$ cat src/rtl/uart_irq_pkg.sv
package uart_irq_pkg;

    parameter int CODE_W    = 3;
    parameter int FIELD_LSB = 8;

    typedef enum logic [CODE_W-1:0] {
        SRC_NONE  = 3'd0,
        SRC_RX    = 3'd1,
        SRC_IDLE  = 3'd2,
        SRC_TX    = 3'd3,
        SRC_MODEM = 3'd4,
        SRC_RSVD  = 3'd5,
        SRC_GPIO  = 3'd6,
        SRC_TMR   = 3'd7
    } src_code_e;

    typedef struct packed {
        logic rxd;   // receive data available
        logic lsr;   // line error
        logic tmo;   // receive idle timeout
        logic txr;   // transmit space
        logic msr;   // modem line change
        logic xsp;   // flow or match character
    } chan_flags_t;

    typedef struct packed {
        logic gpio;
        logic tmr;
        logic wake;
    } dev_flags_t;

    typedef struct packed {
        logic irq;
    } top_state_t;

endpackage

$ cat src/rtl/uart_irq_chan.sv
module uart_irq_chan
    import uart_irq_pkg::*;
#(
    parameter int LS_W = 4
) (
    input  logic              clk,
    input  logic              rst,
    input  logic              rx_avail_ev,
    input  logic [LS_W-1:0]   rx_err_ev,
    input  logic              rx_idle_ev,
    input  logic              tx_space_ev,
    input  logic              modem_chg_ev,
    input  logic              flow_chg_ev,
    input  logic              char_match_ev,
    input  logic              fifo_rd,
    input  logic              line_stat_rd,
    input  logic              id_rd,
    input  logic              modem_stat_rd,
    output logic [CODE_W-1:0] code
);

    chan_flags_t flags_d, flags_q;

    // Set wins over clear: an event in the read cycle stays pending.
    always_comb begin
        flags_d.rxd = rx_avail_ev                   | (flags_q.rxd & ~fifo_rd);
        flags_d.lsr = (|rx_err_ev)                  | (flags_q.lsr & ~line_stat_rd);
        flags_d.tmo = rx_idle_ev                    | (flags_q.tmo & ~fifo_rd);
        flags_d.txr = tx_space_ev                   | (flags_q.txr & ~id_rd);
        flags_d.msr = modem_chg_ev                  | (flags_q.msr & ~modem_stat_rd);
        flags_d.xsp = (flow_chg_ev | char_match_ev) | (flags_q.xsp & ~id_rd);
    end

    always_ff @(posedge clk) begin
        if (rst) flags_q <= '0;
        else     flags_q <= flags_d;
    end

    src_code_e code_e;

    always_comb begin
        if (flags_q.rxd || flags_q.lsr)      code_e = SRC_RX;
        else if (flags_q.tmo)                code_e = SRC_IDLE;
        else if (flags_q.txr)                code_e = SRC_TX;
        else if (flags_q.msr || flags_q.xsp) code_e = SRC_MODEM;
        else                                 code_e = SRC_NONE;
    end

    assign code = code_e;

endmodule

$ cat src/rtl/uart_irq_dev.sv
module uart_irq_dev
    import uart_irq_pkg::*;
(
    input  logic              clk,
    input  logic              rst,
    input  logic              gpio_chg_ev,
    input  logic              tmr_exp_ev,
    input  logic              wake_ev,
    input  logic              top_stat_rd,
    input  logic              tmr_ctl_rd,
    input  logic              gpio_lvl_rd,
    output logic [CODE_W-1:0] dev_code,
    output logic              wake_pend
);

    dev_flags_t dflags_d, dflags_q;

    always_comb begin
        dflags_d.gpio = gpio_chg_ev | (dflags_q.gpio & ~gpio_lvl_rd);
        dflags_d.tmr  = tmr_exp_ev  | (dflags_q.tmr  & ~tmr_ctl_rd);
        dflags_d.wake = wake_ev     | (dflags_q.wake & ~top_stat_rd);
    end

    always_ff @(posedge clk) begin
        if (rst) dflags_q <= '0;
        else     dflags_q <= dflags_d;
    end

    src_code_e dev_e;

    always_comb begin
        if (dflags_q.gpio)     dev_e = SRC_GPIO;
        else if (dflags_q.tmr) dev_e = SRC_TMR;
        else                   dev_e = SRC_NONE;
    end

    assign dev_code  = dev_e;
    assign wake_pend = dflags_q.wake;

endmodule

$ cat src/rtl/uart_irq_prio.sv
module uart_irq_prio
    import uart_irq_pkg::*;
#(
    parameter int NUM_CH = 4,
    parameter int LS_W   = 4
) (
    input  logic                                 clk,
    input  logic                                 rst,
    input  logic [NUM_CH-1:0]                    rx_avail_ev,
    input  logic [NUM_CH*LS_W-1:0]               rx_err_ev,
    input  logic [NUM_CH-1:0]                    rx_idle_ev,
    input  logic [NUM_CH-1:0]                    tx_space_ev,
    input  logic [NUM_CH-1:0]                    modem_chg_ev,
    input  logic [NUM_CH-1:0]                    flow_chg_ev,
    input  logic [NUM_CH-1:0]                    char_match_ev,
    input  logic [NUM_CH-1:0]                    fifo_rd,
    input  logic [NUM_CH-1:0]                    line_stat_rd,
    input  logic [NUM_CH-1:0]                    id_rd,
    input  logic [NUM_CH-1:0]                    modem_stat_rd,
    input  logic                                 gpio_chg_ev,
    input  logic                                 tmr_exp_ev,
    input  logic                                 wake_ev,
    input  logic                                 top_stat_rd,
    input  logic                                 tmr_ctl_rd,
    input  logic                                 gpio_lvl_rd,
    output logic [FIELD_LSB+NUM_CH*CODE_W-1:0]   code_word,
    output logic [NUM_CH-1:0]                    chan_pend,
    output logic                                 irq
);

    localparam int WORD_W = FIELD_LSB + NUM_CH * CODE_W;

    logic [NUM_CH-1:0][CODE_W-1:0] uart_code;
    logic [NUM_CH-1:0][CODE_W-1:0] field;
    logic [CODE_W-1:0]             dev_code;
    logic                          wake_pend;

    uart_irq_dev u_dev (
        .clk         (clk),
        .rst         (rst),
        .gpio_chg_ev (gpio_chg_ev),
        .tmr_exp_ev  (tmr_exp_ev),
        .wake_ev     (wake_ev),
        .top_stat_rd (top_stat_rd),
        .tmr_ctl_rd  (tmr_ctl_rd),
        .gpio_lvl_rd (gpio_lvl_rd),
        .dev_code    (dev_code),
        .wake_pend   (wake_pend)
    );

    for (genvar n = 0; n < NUM_CH; n++) begin : g_ch
        uart_irq_chan #(.LS_W(LS_W)) u_chan (
            .clk           (clk),
            .rst           (rst),
            .rx_avail_ev   (rx_avail_ev[n]),
            .rx_err_ev     (rx_err_ev[n*LS_W +: LS_W]),
            .rx_idle_ev    (rx_idle_ev[n]),
            .tx_space_ev   (tx_space_ev[n]),
            .modem_chg_ev  (modem_chg_ev[n]),
            .flow_chg_ev   (flow_chg_ev[n]),
            .char_match_ev (char_match_ev[n]),
            .fifo_rd       (fifo_rd[n]),
            .line_stat_rd  (line_stat_rd[n]),
            .id_rd         (id_rd[n]),
            .modem_stat_rd (modem_stat_rd[n]),
            .code          (uart_code[n])
        );

        if (n == 0) begin : g_dev_merge
            // Device-wide sources rank below every serial source of channel 0.
            assign field[n]     = (uart_code[n] != '0) ? uart_code[n] : dev_code;
            assign chan_pend[n] = (field[n] != '0) | wake_pend;
        end else begin : g_plain
            assign field[n]     = uart_code[n];
            assign chan_pend[n] = (field[n] != '0);
        end
    end

    assign code_word = {field, {FIELD_LSB{1'b0}}};

    top_state_t st_d, st_q;

    always_comb begin
        st_d.irq = |chan_pend;
    end

    always_ff @(posedge clk) begin
        if (rst) st_q <= '0;
        else     st_q <= st_d;
    end

    assign irq = st_q.irq;

endmodule

$ cat config.mk
export PLATFORM = sky130hd
export DESIGN_NAME = uart_irq_prio
export DESIGN_NICKNAME = d
export VERILOG_FILES = /design/src/rtl/uart_irq_pkg.sv /design/src/rtl/uart_irq_chan.sv /design/src/rtl/uart_irq_dev.sv /design/src/rtl/uart_irq_prio.sv
export SDC_FILE = /design/constraint.sdc
export NUM_CORES = 1
export LEC_CHECK = 0
export BUFFER_PORTS_ARGS = -buffer_cell sky130_fd_sc_hd__buf_2
export CAP_MARGIN = 20
export CORE_AREA = 2 2 60 62
export CTS_BUF_LIST = sky130_fd_sc_hd__clkbuf_4
export DETAILED_ROUTE_END_ITERATION = 10
export DIE_AREA = 0 0 62 64
export GPL_TIMING_DRIVEN = 0
export PLACE_DENSITY_LB_ADDON = 0.05
export SLEW_MARGIN = 20
export SYNTH_ARGS = -nofsm -noshare
export SYNTH_HDL_FRONTEND = slang
export SYNTH_SLANG_ARGS = --single-unit
$ cat constraint.sdc
create_clock -name clk -period 1.6 [get_ports clk]
set_input_delay 0.32 -clock clk [delete_from_list [all_inputs] [get_ports clk]]
set_output_delay 0.32 -clock clk [all_outputs]
set_load 0.01 [all_outputs]
# Word-level counts from Yosys, hierarchy flattened

Index checks and enable logic that the tools add are counted.
W data, S select, Z words.

Output and inout bits: 25
Word-level logic and storage cells: 143
Register bits: 28
Input bits: 64

Bitwise operators: 78
Multiplexer cells: 19
Reduce and logical (&&, ||, !) cells: 18

Operators with widths:

| cell               | count |
|---|---|
| $mux W3            | 19 |
| $or A1 B1 Y1       | 32 |
| $and A1 B1 Y1      | 27 |
| $reduce_or A4 Y1   | 5 |
| $not A1 Y1         | 19 |
| $reduce_bool A3 Y1 | 5 |
| $logic_or A1 B1 Y1 | 8 |

# Depth between registers and ports, before layout

Gate-level depths: netlist (run 1).

Word-level depth: 10
Mapped depth: 3
Gate-level depth less buffers: 3

# Cells and area by module

A second synthesis (run 1) with hierarchy kept.

Cell total of the unflattened synthesis: 159
Area total of the unflattened synthesis: 1303.8 µm²

By module, submodules not included:

| module        | seq. area each (µm²) | times used | area each (µm²) | cells each |
|---|---|---|---|---|
| uart_irq_chan | 120.1                | 4          | 250.2           | 30 |
| uart_irq_prio | 20.0                 | 1          | 177.7           | 24 |
| uart_irq_dev  | 60.1                 | 1          | 125.1           | 15 |

# Least setup slack after synthesis (run 1)

No wires, ideal clock.

Kind: flip-flop to flip-flop
Start point: reg g_ch[0].u_chan.flags_q[4] in the netlist's numbering
End point: reg st_q (netlist: irq)
Library setup time: 0.125 ns
Data required time: 1.475 ns
Clock period less this slack: 1.750 ns
Slack: -0.150 ns
Arrival time: 1.625 ns
Stages on the path, launching flop included: 4
Buffers on the path: 0
Path through: dfxtp_1 -> or4_4 -> or3b_1 -> o41a_1

Word-level cells in the longest chain between the ends: 7

RTL lines:

| element                | RTL line            | RTL |
|---|---|---|
| from (decl)            | uart_irq_chan.sv:22 | `chan_flags_t flags_d, flags_q;` |
| from (signal assigned) | uart_irq_chan.sv:36 | `else flags_q <= flags_d;` |
| $logic_or A1 B1 Y1 (*) | uart_irq_chan.sv:42 | `if (flags_q.rxd \|\| flags_q.lsr) code_e = SRC_RX;` |
| $mux W3 (*)            | uart_irq_chan.sv:42 |  |
| $reduce_bool A3 Y1     | uart_irq_prio.sv:71 | `assign field[n] = (uart_code[n] != '0) ? uart_code[n] : dev_code;` |
| $mux W3 (*)            | uart_irq_prio.sv:71 |  |
| $reduce_bool A3 Y1 (*) | uart_irq_prio.sv:72 | `assign chan_pend[n] = (field[n] != '0) \| wake_pend;` |
| $or A1 B1 Y1 (*)       | uart_irq_prio.sv:72 |  |
| net chan_pend[0]       | uart_irq_prio.sv:27 | `output logic [NUM_CH-1:0] chan_pend,` |
| $reduce_or A4 Y1 (*)   | uart_irq_prio.sv:84 | `st_d.irq = \|chan_pend;` |
| to (signal assigned)   | uart_irq_prio.sv:89 | `else st_q <= st_d;` |
| to (decl)              | uart_irq_prio.sv:81 | `top_state_t st_d, st_q;` |

The timed path passes the listed nets; every way through them passes the cells marked *.
A chain may end at the register's enable or synchronous reset.

# Final worst setup path (run 1)

Start point: reg g_ch[0].u_chan.flags_q[4] in the netlist's numbering
End point: out chan_pend[0]

Word-level cells in the longest chain between the ends: 6

RTL lines:

| element                | RTL line |
|---|---|
| $logic_or A1 B1 Y1 (*) | uart_irq_chan.sv:42 |
| $mux W3 (*)            | uart_irq_chan.sv:42 |
| $reduce_bool A3 Y1     | uart_irq_prio.sv:71 |
| $mux W3 (*)            | uart_irq_prio.sv:71 |
| $reduce_bool A3 Y1 (*) | uart_irq_prio.sv:72 |
| $or A1 B1 Y1 (*)       | uart_irq_prio.sv:72 |
| to (decl)              | uart_irq_prio.sv:27 |

Every way passes the cells marked *; elsewhere a longest branch is shown, timed or not.

==> results of run 1 <==
logic make-up (layout without fill, tap and decap cells):
logic type,count (synthesis),in the layout
AOI/OAI and AO/OA,35,35
and+or+nand+nor,56,56
other,1,8
buffers and inverters,31,119
DFF,28,28
path summary, 6_finish.rpt:
check / start / to / slack (ns) / cells after the start
setup / recovery: g_ch[0].u_chan.flags_q[4] / chan_pend[0] / -0.46 / 3
hold / removal: rx_avail_ev[1] / g_ch[1].u_chan.flags_q[5] / 0.19 / 3
setup reg to reg: g_ch[0].u_chan.flags_q[4] / irq / -0.29 / 5
hold reg to reg: g_ch[2].u_chan.flags_q[4] / g_ch[2].u_chan.flags_q[4] / 0.50 / 2
final cells by class:
type | instances | area (µm²) | share of cell area, %
Buffer | 11 | 71.32 | 4.071
Inverter | 20 | 75.07 | 4.286
Timing Repair Buffer | 85 | 447.9 | 25.57
Sequential cell | 28 | 566.8 | 32.36
Multi-Input combinational cell | 99 | 510.5 | 29.14
Tap cell | 46 | 57.56 | 3.286
Clock buffer | 3 | 22.52 | 1.286
cell usage in the layout, fill, tap and decap left out, types with 2 or more instances in the layout:
cell,netlist,routed
o21ai_0,5,4
and3b_1,3,3
clkbuf_1,2,2
nor3_1,3,3
nand3_1,3,3
nor4_1,5,4
nor2_1,36,33
buf_2,0,79
dfxtp_2,0,5
clkbuf_4,0,3
a21oi_1,23,23
conb_1,1,8
a211oi_1,4,4
buf_4,8,12
inv_1,20,20
nor2_2,0,3
buf_6,0,2
nand2b_1,3,3
dfxtp_1,28,23
worst reg2reg max path: stages, from the launching register on:
cell	delay, ns
dfxtp_2	0.35
or4_4	0.53
or3b_4	0.40
buf_4	0.14
buf_6	0.10
o41a_1	0.29
sequential cells by signal, summed over array words and instances, names as in the netlist:
| signal | count |
|---|---|
| g_ch.u_chan.flags_q | 24 |
| u_dev.dflags_q | 2 |
| irq | 1 |
| u_dev.wake_pend | 1 |
power by group:
group | internal, mW | switching, mW | leakage [nW]
clock | 0.0884 | 0.200 | 0.0138
combinational | 0.148 | 0.122 | 0.679
sequential | 0.746 | 0.0338 | 0.236
total | 0.982 | 0.356 | 0.928
per-stage QoR:
stage	instance area [µm²]	setup WS, ns	utilization [%]
final	1752	-0.4609	53.33
after global routing	1752	-0.4910	53.33
after CTS	1717	-0.4649	52.27
after detailed placement	1657	-0.1054	50.44
after global placement	1657	-0.09025	50.44
after floorplan	1204	-0.04326	-
layer usage:
layer	part of all wire, %	up-vias
met5	0	-
met3	8.9	8
met2	43	57
met1	45	517
li1	-	672
met4	2.5	0
repair_timing:
item / 4_1_cts / 5_1_grt
resized for setup: 3 / 10
endpoints found under the hold margin: 0 / 0
pin swaps: 1 / 0
setup endpoints to repair: 3 / 5
buffers inserted: 4 / 2
==> impl_results.md, run 1 <==
- Status: finished, violations left
- Failing checks: negative setup slack
- Synth top area share: 47.71%
- Mux cell area share after synthesis: 0%
- Clock root buffer: clkbuf_4
- Site Rows: 21
- Die X: 62 µm
- Detailed Route WL: 2.801 mm
- Fmax: 485.2 MHz
- Top post-synthesis cells by area: dfxtp_1, nor2_1, a21oi_1
- Hold Path Class: in2reg
- Final setup viols: 3
- Routing usage on met1: 17.57%
- Cell taking the most area after synthesis: dfxtp_1
- Max clock buf depth: 2
- Clk slew on worst S/H paths: 0.14 ns
- Unique cell type count in the Yosys netlist: 21
- Req. time, crit path: 1.28 ns
- Vias/cell: 4.295
- Fin crit share: 128.8%
- Final hold slack: 0.1877 ns
- Synth-to-Final Area Change: 49.09%
- Worst vdd ir: 0.3818 mV
- Final Hold Viols: 0
- Global-route wire length before repair: 4.188 mm
- Final Max Tran Viols: 0
- CTS sink count: 28
- # fillers: 340
- GR peak layer: met2
- Final ANT Viol Nets: 0
- Worst path slowest cell: or4_4
- Power, Total: 1.338 mW
- Worst-Skew Late Latency: 0.32 ns
- HPWL Detailed: 2.215 mm
- CP endpoint kind: primary output
- Post-Synth XOR/XNOR Area: 0%
- Core area: 3284 µm²
- Starting Density: 35.77%
- Post-synth top flop: dfxtp_1
- Mapped Area: 1175 µm²
- Met2 Track Usage GR: 21.48%
- Io pins: 89
- GP Congestion: 0.7792
- ANT cells: 0
- Vias in the first global route: 1053
- Largest family of logic cells by synthesized area: simple AND/OR/NAND/NOR gates
- Chip height: 64 µm
- H-tree depth: 1
- Setup ws final: -0.4609 ns
- Max-Cap Viols: 0
- Crit start category: register
- Post-synth ARST share: 0%
- Number of port buffers: 79
- CP Class: reg2out
- Initial antenna violation count: 0
- Min cycle time layout: 2.061 ns
- Critical-path maximum fanout: 2
- Pwr dens: 763.6 nW/µm²
- Most instantiated library cell after synthesis: nor2_1
- Pleak: 0.9282 nW
- Grt ovf: 0
- Dpl cells: 283
- CP Cell Sequence: or4_4 -> or3b_4 -> buf_2
- Layout cells sized above 1: 43.50%
- WP data arrival: 1.74 ns
- Cts hold-fix bufs: 0
- Met3 Use GR: 2.429%
- Post-synthesis sequential area ratio: 47.71%
- Die area: 3968 µm²
- RSZ-0062 raised after global routing: yes
- Residual DRC count: 0
- Post-synth EDFFs: 0
- Synth Instances: 151
- Fin cells: 292
- Max incr delay on CP: 0.53 ns
- Total global-route track usage: 13.65%
- Synthesis-stage register bit count: 28
- Layout Nets: 312
- Clk_skew: 0.002317 ns
- Mean Syn Cell Area: 7.781 µm²
- Buf/Inv on CP: 1
- Vias: 1254
- Pre-antenna DRT Iters: 4
- Synth Area in Compound Gates: 16.61%
- Routed WL per cell: 9.592 µm
- Simple-Gate Fraction of Synth Area: 22.90%
- Synth warn: 0
- Worst path top cell family by delay: simple AND/OR/NAND/NOR gates
- Num CTS Buffers: 3
- CTS tree: yes
- Maximum number of pins on one net before global-route repair: 15
- Iter 0 DRT Violations: 21
- Adder-cell share of the synthesized area: 0%
- Fin Setup TNS: -1.133 ns
- Synth top cells by count: nor2_1, dfxtp_1, a21oi_1
Power figures use the tool's default switching activity.
==> inputs of run 2 (changes only) <==
==> constraint.sdc (replaced) <==
create_clock -name clk -period 1.6 [get_ports clk]
set_input_delay 0.32 -clock clk [delete_from_list [all_inputs] [get_ports clk]]
set_output_delay 0.32 -clock clk [all_outputs]
set_load 0.05 [all_outputs]
==> run 2 against run 1 <==
The run still ends with negative setup slack left. Clock power is 2% lower. Die area is the same. Via count shrank 0.88%. Setup slack worse by 0.012 ns. Flip-flop and latch count unchanged. Total power rose by 9.8%. Register-to-register slack better by 0.02 ns. Sequential power up 0.5%. Combinational power rose by 50%. First-iteration DRC count decreased by 9.5%. Critical path type unchanged. Largest cell class unchanged. Highest routed layer unchanged.
==> impl_results.md, run 2 (synthesis gave the netlist of run 1 again) <==
- Worst path slowest cell: or4_4 (unchanged)
- Num CTS Buffers: 3 (unchanged)
- Clk_skew: 0.0007632 ns (was 0.002317 ns)
- Global-route wire length before repair: 4.119 mm (was 4.188 mm)
- Int Pwr: 0.9968 mW (was 0.9817 mW)
- Max-Cap Viols: 0 (unchanged)
- Io pins: 89 (unchanged)
- Most frequent cells in the layout: buf_2, nor2_1, dfxtp_1 (was buf_2, nor2_1, a21oi_1, dfxtp_1, inv_1)
- Commonest non-fill, non-tap cell in the layout: buf_2 (unchanged)
- NetSw: 0.4724 mW (was 0.3559 mW)
- GP Congestion: 0.7296 (was 0.7792)
- Vias/cell: 4.286 (was 4.295)
- Worst-Skew Late Latency: 0.31 ns (was 0.32 ns)
- Setup ws final: -0.4729 ns (was -0.4609 ns)
- Register area: 565.5 µm² (was 566.8 µm²)
- Max reg flops: 24 (unchanged)
- CTS tree: yes (unchanged)
- CTS sink count: 28 (unchanged)
- Iter 0 DRT Violations: 19 (was 21)
- Fmax: 482.4 MHz (was 485.2 MHz)
- # fillers: 340 (unchanged)
- Biggest regs: g_ch.u_chan.flags_q (24), u_dev.dflags_q (2) (unchanged)
- Critical-path maximum fanout: 2 (unchanged)
- Hold Path Class: in2reg (unchanged)
- RSZ-0062 raised after global routing: yes (unchanged)
- Req. time, crit path: 1.28 ns (about the same)
- Die area: 3968 µm² (unchanged)
- Starting Density: 35.77% (unchanged)
- Dpl cells: 283 (unchanged)
- Min cycle time layout: 2.073 ns (was 2.061 ns)
- Routed WL per cell: 9.572 µm (was 9.592 µm)
- Crit start category: register (unchanged)
- Grt ovf: 0 (unchanged)
- Final Hold Viols: 0 (unchanged)
- Multi-input gate area: 533.0 µm² (was 510.5 µm²)
- Layout cells sized above 1: 45.08% (was 43.50%)
- Worst vdd ir: 0.4278 mV (was 0.3818 mV)
- Most flops, register: g_ch.u_chan.flags_q (unchanged)
- Core area: 3284 µm² (unchanged)
- Synth-to-Final Area Change: 52.61% (was 49.09%)
- Fin cells: 290 (was 292)
- GR peak layer: met2 (unchanged)
- Die X: 62 µm (unchanged)
- Final Max Tran Viols: 0 (unchanged)
- Vias: 1243 (was 1254)
- Max clock buf depth: 2 (unchanged)
- Clock power frac: 19.1% (was 21.5%)
- Total global-route track usage: 13.75% (was 13.65%)
- Met3 Use GR: 4.049% (was 2.429%)
- Clock root buffer: clkbuf_4 (unchanged)
- H-tree depth: 1 (unchanged)
- Vias in the first global route: 1044 (was 1053)
- HPWL Detailed: 2.265 mm (was 2.215 mm)
- Max incr delay on CP: 0.53 ns (about the same)
- Pleak: 0.9328 nW (was 0.9282 nW)
- Detailed Route WL: 2.776 mm (was 2.801 mm)
- Maximum number of pins on one net before global-route repair: 16 (was 15)
- Combinational share of power: 27.5% (was 20.2%)
- Pwr dens: 819.4 nW/µm² (was 763.6 nW/µm²)
- CP Class: reg2out (unchanged)
- Layout Nets: 309 (was 312)
- WP data arrival: 1.75 ns (was 1.74 ns)
- Cell area after layout: 1793 µm² (was 1752 µm²)
- Final core occ: 54.59% (was 53.33%)
- Chip height: 64 µm (unchanged)
- CP endpoint kind: primary output (unchanged)
- Final ANT Viol Nets: 0 (unchanged)
- CP Cell Sequence: or4_4 -> or3b_4 -> buf_6 (was or4_4 -> or3b_4 -> buf_2)
- Met2 Track Usage GR: 22.66% (was 21.48%)
- Failing checks: negative setup slack (unchanged)
- Clk slew on worst S/H paths: 0.14 ns (about the same)
- Routing usage on met1: 16.50% (was 17.57%)
- Status: finished, violations left (unchanged)
- Fin crit share: 129.6% (was 128.8%)
- Final hold slack: 0.1999 ns (was 0.1877 ns)
- Final setup viols: 3 (unchanged)
- Site Rows: 21 (unchanged)
- Number of port buffers: 79 (unchanged)
- Placed inst area: 1672 µm² (was 1657 µm²)
- Pre-antenna DRT Iters: 4 (unchanged)
- Register share of total power: 53.3% (was 58.3%)
- Switching share of total power: 32.15% (was 26.61%)
- ANT cells: 0 (unchanged)
- Residual DRC count: 0 (unchanged)
- Initial antenna violation count: 0 (unchanged)
-- run 2: path summary, 6_finish.rpt --
path                             start                   endpoint  slack [ns]  cells after the start
max          g_ch[0].u_chan.flags_q[4]               chan_pend[0]       -0.47                      3
min                      rx_idle_ev[0]  g_ch[0].u_chan.flags_q[3]        0.20                      3
max reg2reg  g_ch[0].u_chan.flags_q[4]                        irq       -0.27                      4
min reg2reg  g_ch[1].u_chan.flags_q[1]  g_ch[1].u_chan.flags_q[1]        0.50                      2
-- run 2: per-stage QoR --
stage,power [mW],TNS (ns),setup WS (ns)
after global routing,1.563,-1.297,-0.5316
after detailed placement,1.172,-0.3008,-0.1789
after global placement,1.170,-0.2914,-0.1692
final,1.469,-0.9737,-0.4729
after CTS,1.473,-1.027,-0.4947
after floorplan,1.048,-0.4222,-0.2037
-- run 2: area by class of cell --
| cell class | instances | area share, % |
|---|---|---|
| sequential | 28 | 31.54 |
| multi-input combinational | 99 | 29.73 |
| timing repair buffer | 82 | 25.89 |
| inverter | 20 | 4.187 |
| buffer | 11 | 3.978 |
| tap | 46 | 3.210 |
| clock buffer | 3 | 1.256 |
| clock inverter | 1 | 0.2094 |
-- run 2: worst max-delay path, delay by kind of cell, from the launching register on --
kind | cells | cell delay (ns)
buffers and inverters | 1 | 0.16
DFF | 1 | 0.35
and+or+nand+nor | 2 | 0.93
-- run 2: repair_timing --
action / in CTS / in global routing
endpoints found under the setup margin: 8 / 11
pin swaps: 1 / 1
buffers inserted: 2 / 1
hold buffers: 0 / 0
gates resized for setup: 13 / 16
-- run 2: per-layer routing --
metal	up-vias	routed length [µm]
met3	2	241
li1	668	-
met2	45	1364
met5	-	0
met4	0	20
met1	528	1150
-- run 2: power groups by stage --
stage	Combinational (mW)	Clock [mW]	Sequential, mW
final	0.405	0.281	0.783
after global routing	0.441	0.332	0.790
after CTS	0.396	0.299	0.778
after detailed placement	0.379	0	0.794
after global placement	0.377	0	0.793
after floorplan	0.258	0	0.790
